===== config.mk =====
export PLATFORM = sky130hd
export DESIGN_NAME = quad_cycle_gen
export DESIGN_NICKNAME = d
export VERILOG_FILES = /design/src/rtl/qcyc_pkg.sv /design/src/rtl/qcyc_ctrl.sv /design/src/rtl/qcyc_datapath.sv /design/src/rtl/quad_cycle_gen.sv
export SDC_FILE = /design/constraint.sdc
export NUM_CORES = 1
export LEC_CHECK = 0
export CAP_MARGIN = 10
export CORE_AREA = 4 4 41 43
export DETAILED_ROUTE_END_ITERATION = 8
export DIE_AREA = 0 0 45 47
export PLACE_DENSITY = 0.45
export SLEW_MARGIN = 30
export SYNTH_ARGS = -nofsm -noshare
export SYNTH_HDL_FRONTEND = slang
export SYNTH_HIERARCHICAL = 1
export SYNTH_SLANG_ARGS = --single-unit
export TNS_END_PERCENT = 10

===== constraint.sdc =====
create_clock -name clk -period 1.5 [get_ports clk]
set_input_delay 0.225 -clock clk [delete_from_list [all_inputs] [get_ports clk]]
set_output_delay 0.225 -clock clk [all_outputs]
set_load 0.01 [all_outputs]

===== src/rtl/qcyc_pkg.sv =====
package qcyc_pkg;
  // Number of phases in one instruction cycle and the width of their index.
  localparam int NUM_PHASES = 4;
  localparam int IDX_W      = $clog2(NUM_PHASES);

  // Phase index (0 = Q1) that owns each pipeline enable.
  localparam int PH_PC_STEP = 0;
  localparam int PH_MEM_RD  = 1;
  localparam int PH_MEM_WR  = 3;
  localparam int PH_IR_LOAD = 3;

  // Number of leading phases during which the rate output is high.
  localparam int CLK_HIGH_PHASES = NUM_PHASES / 2;

  // Strobe bundle passed from the control to the datapath.
  typedef struct packed {
    logic [IDX_W-1:0] nextIdx;   // phase index to present after the coming edge
    logic             clkNext;   // rate output value after the coming edge
  } phaseStrobe_t;
endpackage


===== src/rtl/qcyc_ctrl.sv =====
module qcyc_ctrl
  import qcyc_pkg::*;
(
  input  logic         clk,
  input  logic         rst_n,
  output phaseStrobe_t strobe
);
  localparam logic [IDX_W-1:0] LAST_IDX = IDX_W'(NUM_PHASES - 1);

  logic             running;
  logic [IDX_W-1:0] curIdx;

  // Sequence the phase index. The first edge out of reset goes to index 0.
  always_comb begin
    if (!running)
      strobe.nextIdx = '0;
    else if (curIdx == LAST_IDX)
      strobe.nextIdx = '0;
    else
      strobe.nextIdx = curIdx + 1'b1;
    strobe.clkNext = (int'(strobe.nextIdx) < CLK_HIGH_PHASES);
  end

  always_ff @(posedge clk or negedge rst_n) begin
    if (!rst_n) begin
      running <= 1'b0;
      curIdx  <= '0;
    end else begin
      running <= 1'b1;
      curIdx  <= strobe.nextIdx;
    end
  end
endmodule


===== src/rtl/qcyc_datapath.sv =====
module qcyc_datapath
  import qcyc_pkg::*;
(
  input  logic                  clk,
  input  logic                  rst_n,
  input  phaseStrobe_t          strobe,
  output logic [NUM_PHASES-1:0] phaseQ,
  output logic                  pcIncQ,
  output logic                  memReadQ,
  output logic                  memWriteQ,
  output logic                  irLoadQ,
  output logic                  clkOutQ
);
  // One flop per phase bit, each loaded from a decode of the next index.
  for (genvar g = 0; g < NUM_PHASES; g++) begin : gPhase
    always_ff @(posedge clk or negedge rst_n) begin
      if (!rst_n) phaseQ[g] <= 1'b0;
      else        phaseQ[g] <= (strobe.nextIdx == IDX_W'(g));
    end
  end

  // Enables and the rate output also come straight from flops.
  always_ff @(posedge clk or negedge rst_n) begin
    if (!rst_n) begin
      pcIncQ    <= 1'b0;
      memReadQ  <= 1'b0;
      memWriteQ <= 1'b0;
      irLoadQ   <= 1'b0;
      clkOutQ   <= 1'b0;
    end else begin
      pcIncQ    <= (strobe.nextIdx == IDX_W'(PH_PC_STEP));
      memReadQ  <= (strobe.nextIdx == IDX_W'(PH_MEM_RD));
      memWriteQ <= (strobe.nextIdx == IDX_W'(PH_MEM_WR));
      irLoadQ   <= (strobe.nextIdx == IDX_W'(PH_IR_LOAD));
      clkOutQ   <= strobe.clkNext;
    end
  end
endmodule


===== src/rtl/quad_cycle_gen.sv =====
module quad_cycle_gen
  import qcyc_pkg::*;
(
  input  logic       clk,
  input  logic       rst_n,
  output logic [3:0] phase,
  output logic       pcInc,
  output logic       memRead,
  output logic       memWrite,
  output logic       irLoad,
  output logic       clkOut
);
  phaseStrobe_t strobe;

  qcyc_ctrl i_ctrl (
    .clk    (clk),
    .rst_n  (rst_n),
    .strobe (strobe)
  );

  qcyc_datapath i_dp (
    .clk       (clk),
    .rst_n     (rst_n),
    .strobe    (strobe),
    .phaseQ    (phase),
    .pcIncQ    (pcInc),
    .memReadQ  (memRead),
    .memWriteQ (memWrite),
    .irLoadQ   (irLoad),
    .clkOutQ   (clkOut)
  );
endmodule


Yosys cells after proc, flatten, opt, wreduce, memory -nomap -nowiden --
Cells that the tools add are included.
Storage, ports and cells: flip-flop bits (word level) 8, bits of input ports 2, output and inout port bits 9
Cells by class: add/sub/neg operators 1, order comparisons 1, eq/ne operators 4, muxes and demuxes 2, reductions and logical operators 1
Operators by type and width (count):
- $eq 2x2->1 const B | 3
- $mux 2 | 2
- $add 2x1->2 const B | 1
- $eq 2x1->1 const B | 1
- $logic_not 2->1 | 1
- $lt 2x2->1 const B | 1

Longest topological paths before layout --
depth in word-level cells 4, gate-level depth with buffers 3

Modules after synthesis --
Netlist, hierarchy kept.
By module, submodules not included:
- qcyc_datapath | instances 1, cells an instance 13, area an instance 181.4 um^2
- qcyc_ctrl | instances 1, cells an instance 8, area an instance 115.1 um^2

Least setup slack after synthesis --
OpenSTA, ideal clock, no wires.
path kind flip-flop to flip-flop, start reg i_ctrl.curIdx[0], end reg i_dp.memWriteQ, library setup time 0.120 ns, arrival 1.026 ns, data required time 1.380 ns, setup slack 0.354 ns, stages on the path, launching flop included 4, path buffers 0, path through dfrtp_1 -> ha_1 -> and2_2 -> and2_2
RTL lines:
- from (decl) | RTL line qcyc_ctrl.sv:11 | logic [IDX_W-1:0] curIdx;
- from (signal assigned) | RTL line qcyc_ctrl.sv:30 | curIdx <= strobe.nextIdx;
- to (signal assigned) | RTL line qcyc_datapath.sv:33 | memWriteQ <= (strobe.nextIdx == IDX_W'(PH_MEM_WR));
- to (decl) | RTL line qcyc_datapath.sv:10 | output logic memWriteQ,

==> reports/summary.txt <==
Clock Pin Slew Worst Setup and Hold Paths - 0.05 ns
combinational share of power - 20.6%
fin area - 408 um^2
die area - 0.00212 mm^2
Area growth syn-to-layout - 37.6%
Tcrit/Tclk final - 91.8%
fin crit period - 1.38 ns
Initial Util - 22.8%
CTS max path bufs - 2
Layout fillers - 136
vias per inst - 3.71
Critical Path End Type - output pin
P_int - 0.395 mW
power per cell area - 1270 mW/mm^2
Buf/Inv on CP - 1
Critical Path Max Stage Delay - 0.54 ns
CP Data Required Time - 1.27 ns
GRT overflow - 0
Sink Count - 8
fmax - 0.726 GHz
syn_area_per_cell - 14.1 um^2
CTS HTree Levels - 1
later-pin clock latency in the skew report - 0.25 ns
clock skew - 0.00368 ns
CTS Hold Bufs - 0
static leakage - 0.185 nW
total power - 0.517 mW
post-CTS sizing - 0
average wire per standard cell - 9.71 um
crit-path cells - clkdlybuf4s50_1
Placement Rows - 13
final net count - 35
Final Hold Fails - 0
share of layout cells above drive strength 1 - 23.3%
most common cell in the synthesized netlist - dfrtp_1
Psw - 0.122 mW
final wirelength - 437 um
Buffers on Ports - 10
Final Max Slew Viols - 0
RSZ-0062 raised after global routing - no
Synth cell types - 10
placed cell areas - 385 um^2
DR pass1 iterations - 1
Iter 0 DRT Violations - 0
Clock power frac - 31.1%
sequential fraction of design power - 48.3%
number of flops mapped to enable cells by yosys - 0
post-synthesis cell area - 297 um^2
Top Ports - 11
vias in the first global route - 167
antenna violations before repair - 0
post-route ant nets - 0
setup ws final - 0.123 ns
Place WS - 0.308 ns
ranking of synthesized cells by area - dfrtp_1, buf_4, and2_2, ha_1, nor3b_2
commonest cells in the synthesized netlist - dfrtp_1, buf_4, and2_2
Core ar. - 0.00130 mm^2
routability congestion estimate - 0.686
Worst Hold Class - in2async
CP max-delay cell - clkdlybuf4s50_1
ys flop type - dfrtp_1
crit-path leading delay family - buffers and inverters
Mapped Nets - 24
Die Wd - 45 um
Num CTS Buffers - 3
async set-reset flop share out of synthesis - 100%
CP Max Fanout - 3
drt drc - 0
Warnings, synthesis - 6
CP Launch Type - register
synthesized flop and latch total - 8
GRT Total Usage - 5.19%
WS Path Type - reg2out
Seq/Total Area, Yosys - 67.5%
Synth top area share - 67.5%
post-CTS setup buffers - 0
largest net degree at the start of global routing - 9
top cell type by total area after synthesis - dfrtp_1
vias - 167
global-route wire length before repair - 676 um
status - completed
Max VDD drop - 0.601 mV
critical path data arrival time - 1.15 ns
Finished Core Util - 31.3%
final setup TNS - 0 ns
Die H - 47 um
Max-Cap Viols - 0
Switching Share - 23.6%
clock tree root buffer cell - clkbuf_4
cell count after synthesis - 21
CTS tree - yes
# diodes - 0
final setup fails - 0
-- metrics by stage --
stage,instances,hold WS [ns]
4_1_cts,45,0.249
3_5_place_dp,42,0.431
6_report,45,0.244
5_1_grt,45,0.273
2_1_floorplan,21,-0.0706
3_3_place_gp,42,0.428
-- cell families (layout without fill, tap and decap cells) --
| logic type | after synthesis | after routing | share of synthesized area [%] |
|---|---|---|---|
| adder cells (fa/ha/maj) | 1 | 1 | 4.22 |
| buffers and inverters | 4 | 13 | 10.1 |
| flip-flops | 8 | 8 | 67.5 |
| other | 1 | 1 | 1.26 |
| AND/OR/NAND/NOR | 7 | 7 | 16.9 |
-- metal layers --
layer	part of all wire [%]	global-route usage, %	vias up
li1	-	-	77
met1	38	4.23	81
met2	49	8.19	7
met3	10	3.45	2
met4	1.6	5.26	0
met5	0	0	-
-- registers in the layout (all words and copies together), names as in the netlist --
register	cells
i_ctrl/curIdx	2
i_dp/phaseQ	2
i_ctrl/running	1
i_dp/clkOutQ	1
i_dp/memWriteQ	1
i_dp/pcIncQ	1
-- cells in the final DEF (no fill, tap or decap) --
master	instances
nor3b_2	1
ha_1	1
clkdlybuf4s50_1	10
clkbuf_4	3
nor2_1	1
nor2b_1	1
dfrtp_1	8
conb_1	1
and2_2	2
and2b_2	1
nand2_1	1
-- worst reg2reg max path, delay by kind of cell (launching register included) --
kind                     cells  cell delay [ns]
AND/OR/NAND/NOR              2             0.40
flip-flops                   1             0.38
adder cells (fa/ha/maj)      1             0.30
-- final timing paths --
check	from	endpoint	slack (ns)	cells after the start
worst min register to register	i_ctrl/running	i_dp/clkOutQ	0.44	1
worst max register to register	i_ctrl/curIdx[0]	i_dp/memWriteQ	0.30	3
max in group asynchronous	rst_n	i_ctrl/running	1.00	1
worst min-delay path	rst_n	i_ctrl/curIdx[1]	0.24	1
worst max-delay path	i_dp/memWriteQ	phase[3]	0.12	1
min in group clk	i_ctrl/running	i_dp/clkOutQ	0.44	1
-- power by group through the flow --
stage,logic (mW),clock network (mW),registers (mW)
global placement,0.107,0,0.253
CTS,0.109,0.168,0.250
global route,0.115,0.178,0.252
finish,0.107,0.161,0.250
floorplan,0.0474,0,0.263
detailed placement,0.109,0,0.254
-- final cells by class --
type                       instances  area, um^2  area share [%]
sequential                         8         200            49.1
timing repair buffer              10         100            24.5
multi-input combinational          9        66.3            16.3
clock buffer                       3        22.5            5.52
tap                               15        18.8            4.60
(Power assumes the default switching activity.)
